<file path="src/rtl/ring_seq_pkg.sv">
`timescale 1ns/1ps
package ring_seq_pkg;

    // Expected phase each side loads at reset; opposite values let the
    // producer pass its first lap while the consumer blocks.
    localparam logic PROD_START_PHASE = 1'b1;
    localparam logic CONS_START_PHASE = 1'b0;

    typedef struct packed {
        logic valid;
        logic ready;
    } hshake_t;

    function automatic logic hs_fire(hshake_t h);
        return h.valid & h.ready;
    endfunction

    // Next stage number with an explicit wrap instead of a divider.
    function automatic int unsigned ring_next(int unsigned cur, int unsigned stages);
        return (cur == stages - 1) ? 0 : cur + 1;
    endfunction

    // A wait passes while the object's phase differs from the expectation.
    function automatic logic phase_pass(logic obj_phase, logic expect_phase);
        return obj_phase ^ expect_phase;
    endfunction

endpackage

</file>
<file path="src/rtl/ring_side_cursor.sv">
`timescale 1ns/1ps
module ring_side_cursor
    import ring_seq_pkg::*;
#(
    parameter int unsigned STAGES     = 4,
    parameter logic        START_PH   = 1'b0,
    localparam int unsigned IW        = (STAGES > 1) ? $clog2(STAGES) : 1
) (
    input  logic              clk,
    input  logic              rst,
    input  logic              grant,
    output logic [IW-1:0]     idx,
    output logic [STAGES-1:0] expect_ph
);

    logic [IW-1:0] idx_q;

    always_ff @(posedge clk) begin
        if (rst) begin
            idx_q <= '0;
        end else if (grant) begin
            idx_q <= IW'(ring_next(int'(idx_q), STAGES));
        end
    end

    generate
        for (genvar s = 0; s < STAGES; s++) begin : g_phase
            logic ph_q;
            always_ff @(posedge clk) begin
                if (rst) begin
                    ph_q <= START_PH;
                end else if (grant && (idx_q == IW'(s))) begin
                    ph_q <= ~ph_q;
                end
            end
            assign expect_ph[s] = ph_q;
        end
    endgenerate

    assign idx = idx_q;

    p_idx_wrap_r2: assert property (@(posedge clk) disable iff (rst)
        (grant && idx_q == IW'(STAGES - 1)) |=> (idx_q == '0));

    p_idx_hold_r2: assert property (@(posedge clk) disable iff (rst)
        !grant |=> $stable(idx_q));

endmodule

</file>
<file path="src/rtl/ring_retire_ptr.sv">
`timescale 1ns/1ps
module ring_retire_ptr
    import ring_seq_pkg::*;
#(
    parameter int unsigned STAGES = 4,
    localparam int unsigned IW    = (STAGES > 1) ? $clog2(STAGES) : 1,
    localparam int unsigned CW    = $clog2(STAGES + 1)
) (
    input  logic          clk,
    input  logic          rst,
    input  logic          grant,
    input  logic          retire_req,
    output logic          retire_fire,
    output logic [IW-1:0] retire_idx
);

    logic [IW-1:0] ptr_q;
    logic [CW-1:0] open_q;

    // Only stages already granted and not yet retired may be retired.
    assign retire_fire = retire_req && (open_q != '0);
    assign retire_idx  = ptr_q;

    always_ff @(posedge clk) begin
        if (rst) begin
            ptr_q  <= '0;
            open_q <= '0;
        end else begin
            if (retire_fire) begin
                ptr_q <= IW'(ring_next(int'(ptr_q), STAGES));
            end
            case ({grant, retire_fire})
                2'b10:   open_q <= open_q + 1'b1;
                2'b01:   open_q <= open_q - 1'b1;
                default: open_q <= open_q;
            endcase
        end
    end

    p_stray_retire_ignored_r6: assert property (@(posedge clk) disable iff (rst)
        (retire_req && open_q == '0) |=> $stable(ptr_q));

    p_open_bounded_r8: assert property (@(posedge clk) disable iff (rst)
        open_q <= CW'(STAGES));

endmodule

</file>
<file path="src/rtl/ring_stage_objects.sv">
`timescale 1ns/1ps
module ring_stage_objects #(
    parameter int unsigned STAGES = 4,
    localparam int unsigned IW    = (STAGES > 1) ? $clog2(STAGES) : 1
) (
    input  logic              clk,
    input  logic              rst,
    input  logic              round_done,
    input  logic [IW-1:0]     round_idx,
    output logic [STAGES-1:0] obj_phase
);

    generate
        for (genvar s = 0; s < STAGES; s++) begin : g_obj
            logic ph_q;
            always_ff @(posedge clk) begin
                if (rst) begin
                    ph_q <= 1'b0;
                end else if (round_done && (round_idx == IW'(s))) begin
                    ph_q <= ~ph_q;
                end
            end
            assign obj_phase[s] = ph_q;
        end
    endgenerate

    p_one_flip_per_cycle_r8: assert property (@(posedge clk) disable iff (rst)
        $countones(obj_phase ^ $past(obj_phase)) <= 1);

endmodule

</file>
<file path="src/rtl/ring_round_audit.sv">
`timescale 1ns/1ps
module ring_round_audit #(
    parameter int unsigned STAGES = 4,
    localparam int unsigned IW    = (STAGES > 1) ? $clog2(STAGES) : 1
) (
    input  logic          clk,
    input  logic          rst,
    input  logic          fill_done,
    input  logic [IW-1:0] fill_idx,
    input  logic          take,
    input  logic [IW-1:0] take_idx,
    output logic          early
);

    // Per stage: completed fill rounds against consumer grants, modulo 4.
    logic [STAGES-1:0][1:0] fills_q;
    logic [STAGES-1:0][1:0] takes_q;

    generate
        for (genvar s = 0; s < STAGES; s++) begin : g_cnt
            always_ff @(posedge clk) begin
                if (rst) begin
                    fills_q[s] <= '0;
                    takes_q[s] <= '0;
                end else begin
                    if (fill_done && fill_idx == IW'(s)) fills_q[s] <= fills_q[s] + 2'd1;
                    if (take && take_idx == IW'(s))      takes_q[s] <= takes_q[s] + 2'd1;
                end
            end
        end
    endgenerate

    assign early = take && (fills_q[take_idx] == takes_q[take_idx]);

endmodule

</file>
<file path="src/rtl/ring_phase_seq.sv">
`timescale 1ns/1ps
module ring_phase_seq
    import ring_seq_pkg::*;
#(
    parameter int unsigned NUM_STAGES = 4,
    localparam int unsigned IW        = (NUM_STAGES > 1) ? $clog2(NUM_STAGES) : 1
) (
    input  logic          clk,
    input  logic          rst,
    input  logic          prod_acq_valid,
    output logic          prod_acq_ready,
    output logic [IW-1:0] prod_stage,
    input  logic          prod_commit,
    input  logic          cons_wait_valid,
    output logic          cons_wait_ready,
    output logic [IW-1:0] cons_stage,
    input  logic          cons_release,
    output logic          early_release
);

    logic [NUM_STAGES-1:0] filled_ph, drained_ph;
    logic [NUM_STAGES-1:0] prod_exp, cons_exp;
    logic [IW-1:0]         p_idx, c_idx;
    logic [IW-1:0]         commit_idx, release_idx;
    logic                  commit_fire, release_fire;
    hshake_t               p_hs, c_hs;
    logic                  p_grant, c_grant;

    assign p_hs.valid = prod_acq_valid;
    assign p_hs.ready = phase_pass(drained_ph[p_idx], prod_exp[p_idx]);
    assign c_hs.valid = cons_wait_valid;
    assign c_hs.ready = phase_pass(filled_ph[c_idx], cons_exp[c_idx]);
    assign p_grant    = hs_fire(p_hs);
    assign c_grant    = hs_fire(c_hs);

    ring_side_cursor #(.STAGES(NUM_STAGES), .START_PH(PROD_START_PHASE)) u_prod_cur (
        .clk(clk), .rst(rst), .grant(p_grant), .idx(p_idx), .expect_ph(prod_exp)
    );

    ring_side_cursor #(.STAGES(NUM_STAGES), .START_PH(CONS_START_PHASE)) u_cons_cur (
        .clk(clk), .rst(rst), .grant(c_grant), .idx(c_idx), .expect_ph(cons_exp)
    );

    ring_retire_ptr #(.STAGES(NUM_STAGES)) u_commit_ptr (
        .clk(clk), .rst(rst), .grant(p_grant), .retire_req(prod_commit),
        .retire_fire(commit_fire), .retire_idx(commit_idx)
    );

    ring_retire_ptr #(.STAGES(NUM_STAGES)) u_release_ptr (
        .clk(clk), .rst(rst), .grant(c_grant), .retire_req(cons_release),
        .retire_fire(release_fire), .retire_idx(release_idx)
    );

    ring_stage_objects #(.STAGES(NUM_STAGES)) u_filled (
        .clk(clk), .rst(rst), .round_done(commit_fire), .round_idx(commit_idx),
        .obj_phase(filled_ph)
    );

    ring_stage_objects #(.STAGES(NUM_STAGES)) u_drained (
        .clk(clk), .rst(rst), .round_done(release_fire), .round_idx(release_idx),
        .obj_phase(drained_ph)
    );

    ring_round_audit #(.STAGES(NUM_STAGES)) u_audit (
        .clk(clk), .rst(rst), .fill_done(commit_fire), .fill_idx(commit_idx),
        .take(c_grant), .take_idx(c_idx), .early(early_release)
    );

    assign prod_acq_ready  = p_hs.ready;
    assign cons_wait_ready = c_hs.ready;
    assign prod_stage      = p_idx;
    assign cons_stage      = c_idx;

    p_no_early_release_r7: assert property (@(posedge clk) disable iff (rst)
        !early_release);

    p_prod_ready_hold_r9: assert property (@(posedge clk) disable iff (rst)
        (prod_acq_ready && !prod_acq_valid) |=> prod_acq_ready);

    p_cons_ready_hold_r9: assert property (@(posedge clk) disable iff (rst)
        (cons_wait_ready && !cons_wait_valid) |=> cons_wait_ready);

    p_cons_ready_after_commit_r4: assert property (@(posedge clk) disable iff (rst)
        $rose(cons_wait_ready) |-> $past(prod_commit));

    p_prod_ready_after_release_r5: assert property (@(posedge clk) disable iff (rst)
        $rose(prod_acq_ready) |-> $past(cons_release));

endmodule

</file>
<file path="config.mk">
export PLATFORM = sky130hd
export DESIGN_NAME = ring_phase_seq
export DESIGN_NICKNAME = d
export VERILOG_FILES = /design/src/rtl/ring_seq_pkg.sv /design/src/rtl/ring_side_cursor.sv /design/src/rtl/ring_retire_ptr.sv /design/src/rtl/ring_stage_objects.sv /design/src/rtl/ring_round_audit.sv /design/src/rtl/ring_phase_seq.sv
export SDC_FILE = /design/constraint.sdc
export NUM_CORES = 1
export LEC_CHECK = 0
export BUFFER_PORTS_ARGS = -buffer_cell sky130_fd_sc_hd__buf_2
export CAP_MARGIN = 20
export CORE_ASPECT_RATIO = 1.1
export CORE_MARGIN = 2
export CORE_UTILIZATION = 30
export DETAILED_ROUTE_END_ITERATION = 10
export GPL_TIMING_DRIVEN = 0
export HOLD_SLACK_MARGIN = 0.08
export SYNTH_ARGS = -nofsm -noshare
export SYNTH_HDL_FRONTEND = slang
export SYNTH_SLANG_ARGS = --single-unit
export TNS_END_PERCENT = 100
</file>
<file path="constraint.sdc">
create_clock -name clk -period 2.43 [get_ports clk]
set_input_delay 0.243 -clock clk [delete_from_list [all_inputs] [get_ports clk]]
set_output_delay 0.243 -clock clk [all_outputs]
set_load 0.05 [all_outputs]
</file>
==> flow_metrics.py <==
metrics = {
    "pwr": {
        "switching_share_pct": 41.64,
        "peakVddDrop_mv": 0.2621,
        "power_switching_mw": 1.190,
        "power_frac_seq_pct": 36.1,
        "powerDensity_mw_per_mm2": 1024,
        "clkPwrFrac_pct": 16.7,
        "power.leakage_nw": 1.086,
        "p_int_mw": 1.667,
        "combPwrFrac_pct": 47.2,
    },
    "cts": {
        "cts_buffers": 5,
        "cts.path.max_buffers": 2,
        "htree_levels": 2,
        "root_buffer": "clkbuf_8",
        "cts.sinks": 46,
        "clkTransAtPathRegs_ns": 0.09,
        "cts_tree": "yes",
        "clkLatencyLatePin_ns": 0.30,
    },
    "place": {
        "placed_cell_area_mm2": 0.002644,
        "dp.cells": 389,
        "dp_hpwl_mm": 3.339,
        "gp_congestion": 0.7976,
        "portBuffers": 12,
    },
    "floorplanning": {
        "start_util_pct": 30.48,
        "die_x_um": 89.03,
        "dieArea_mm2": 0.008684,
        "die_y_um": 97.54,
        "core_mm2": 0.007828,
        "placementRows": 34,
        "io_pins": 13,
    },
    "yosys": {
        "postSynthRegisterBits": 46,
        "syn_area_mm2": 0.002386,
        "synth_fp_nets": 295,
        "synth_largest_area_cell": "dfxtp_1",
        "synth_top_cell_area_share_pct": 38.59,
        "synth_async_sr_flop_share_pct": 0,
        "ys_seq_area_share_pct": 38.59,
        "synthCells": 269,
        "ys_types": 28,
        "synth.area.top_cells": "dfxtp_1, ha_1, xor2_1",
        "synth_edf_count": 0,
        "yosys.cell_count.top_type": "dfxtp_1",
        "postSynthAreaPerCell_um2": 8.870,
        "ys_top_cells_by_count": "dfxtp_1, nor2_1, xor2_1, ha_1, inv_1",
        "yosys_warnings": 0,
        "synth_ff_type": "dfxtp_1",
    },
    "worst_setup_path": {
        "ff2ff_path_depth": 11,
        "worstPathCellList": "xnor2_2 > mux4_2 > buf_6 > clkinvlp_4 > nand2_1 > ha_2 > inv_2 > fa_2 > xor2_1 > or3_1 > a21oi_1",
        "critical_path_depth": 11,
        "worstSetupPathType": "flop to flop",
        "crit_path_start_kind": "flop",
        "arrival_ns": 2.56,
        "critPathRequiredTime_ns": 2.66,
        "end_kind": "flop",
        "crit_path_max_fanout": 6,
        "critPathTopFamily": "adder cells",
        "max_stage_delay_ns": 0.40,
        "timing.critical_path.buf_inv": 3,
        "worst_path_max_delay_cell": "dfxtp_1",
    },
    "timing": {
        "slew-limit-headroom_pct": 65.46,
        "drv_slew": 0,
        "tightestPinTransition_ns": 0.5181,
        "setup_tns_ns": 0,
        "fin_skew_ns": 0.005931,
        "max_freq_ghz": 0.4288,
        "setup_violations": 0,
        "timing.final.crit_share_pct": 95.98,
        "hold_violations": 0,
        "period_needed_ns": 2.332,
    },
    "min_path": {
        "whs_path_depth": 3,
        "min-delay-path-class": "input pin to flop",
    },
    "route": {
        "wl_mm": 4.534,
        "route.detailed.drc": 0,
        "drtPass1Iterations": 4,
        "via_per_inst": 4.443,
        "postRouteAntennaNets": 0,
        "vias": 1786,
        "drt_iter0_markers": 46,
        "post_drt_wl_per_cell_um": 11.28,
    },
    "global_route": {
        "grt_pass1_wl_mm": 7.893,
        "antenna_found_initial": 0,
        "use_met1_pct": 14.58,
        "grt-ovfl-total": 0,
        "met2_usage_pct": 18.43,
        "grt_max_degree": 16,
        "use_met3_pct": 2.974,
        "grt_busiest_layer": "met2",
        "track_usage_pct": 11.52,
        "grt_pass1_vias": 1734,
    },
    "layout": {
        "antenna_cells": 0,
        "final_util_pct": 35.65,
        "syn2layout_area_growth_pct": 16.94,
        "final_layout_size_suffix_gt1_share_pct": 20.07,
        "final_cell_area_mm2": 0.002790,
        "stdcell_count": 402,
        "finalNetCount": 319,
        "fillers": 816,
    },
    "flow_run": {
        "drv_cap": 0,
    },
    "status": {
        "status": "finished, final reports clean",
    },
}
[power by group through the flow]
stage          Sequential, mW  Clock, mW  Combinational, mW
2_1_floorplan            1.07          0              0.947
3_3_place_gp             1.04          0               1.21
3_5_place_dp             1.04          0               1.23
4_1_cts                  1.03      0.492               1.24
5_1_grt                  1.05      0.531               1.49
6_report                 1.03      0.478               1.35
[stage by stage]
step / total power [mW] / setup WS [ns] / hold slack (ns)
finish: 2.857 / 0.09766 / 0.2662
CTS: 2.762 / 0.04001 / 0.2574
global route: 3.078 / -0.03213 / 0.2575
global placement: 2.252 / 0.1169 / 0.4784
floorplan: 2.018 / -0.09187 / 0.3928
detailed placement: 2.272 / 0.07545 / 0.4888
[final timing paths]
path / startpoint / slack [ns] / end
hold / removal: prod_acq_valid / 0.27 / u_prod_cur.idx[1]
hold reg to reg: u_audit.takes_q[7] / 0.50 / u_audit.takes_q[7]
setup / recovery: u_prod_cur.g_phase[0].ph_q / 0.1 / u_commit_ptr.open_q[2]
setup reg to reg: u_prod_cur.g_phase[0].ph_q / 0.1 / u_commit_ptr.open_q[2]
[layer usage]
layer / part of all wire, % / wire length (um)
met5: 0 / 0
met3: 2.3 / 104
met2: 49 / 2209
met1: 47 / 2121
met4: 2.2 / 99
[worst register-to-register path: cells and delay by family, from the launching register on]
kind,cells,cell delay [ns]
AOI/OAI and AO/OA,1,0.13
adders and majority gates,2,0.52
and+or+nand+nor,2,0.38
DFF,1,0.40
xor gates and xnor gates,2,0.29
muxes,1,0.29
buffers and inverters,3,0.26
[layout by cell type (no fill, tap or decap), drive strengths merged, types with 4 or more instances in the layout]
master	count
inv	17
buf	21
nand2	14
nand3	12
mux2	8
nor2b	8
or3b	4
a21oi	16
or3	6
clkbuf	11
and3	4
dfxtp	46
nor3	5
o21ai	14
ha	18
xor2	22
xnor2	14
nor2	40
[sequential cells by signal, summed over array words and instances (netlist names)]
| name | flops |
|---|---|
| u_audit.fills_q | 8 |
| u_commit_ptr.open_q | 3 |
| u_drained.g_obj.ph_q | 4 |
| u_release_ptr.retire_idx | 2 |
| u_prod_cur.idx | 2 |
| u_release_ptr.open_q | 3 |
| u_audit.takes_q | 8 |
| u_cons_cur.g_phase.ph_q | 4 |
| u_cons_cur.idx | 2 |
| u_commit_ptr.retire_idx | 2 |
| u_prod_cur.g_phase.ph_q | 4 |
| u_filled.g_obj.ph_q | 4 |
[area by class of cell]
| class | instances | area [um^2] | share of cell area, % |
|---|---|---|---|
| plain buffers | 10 | 52.55 | 1.883 |
| clock inverters | 3 | 20.02 | 0.7175 |
| clock buffers | 5 | 68.82 | 2.466 |
| flip-flops and latches | 46 | 940.9 | 33.72 |
| repair buffers | 17 | 97.59 | 3.498 |
| inverters | 18 | 80.08 | 2.870 |
| multi-input cells | 195 | 1395 | 50.00 |
| well taps | 108 | 135.1 | 4.843 |
[cells by family (layout without fill, tap and decap cells)]
| kind of cell | Yosys count | count (layout) | share of synthesized area [%] |
|---|---|---|---|
| and+or+nand+nor | 95 | 95 | 18.88 |
| DFF | 46 | 46 | 38.59 |
| xor gates and xnor gates | 36 | 36 | 13.21 |
| AOI/OAI and AO/OA | 34 | 34 | 7.761 |
| buffers and inverters | 28 | 53 | 4.772 |
| adders and majority gates | 20 | 20 | 11.12 |
| muxes | 10 | 10 | 5.663 |
[what timing repair did]
action / 4_1_cts / 5_1_grt
endpoints found under the setup margin: 0 / 3
hold endpoints to repair: 0 / 0
hold buffers: 0 / 0
resized for setup: 0 / 6
setup buffers: 0 / 5
(Power assumes the default switching activity.)
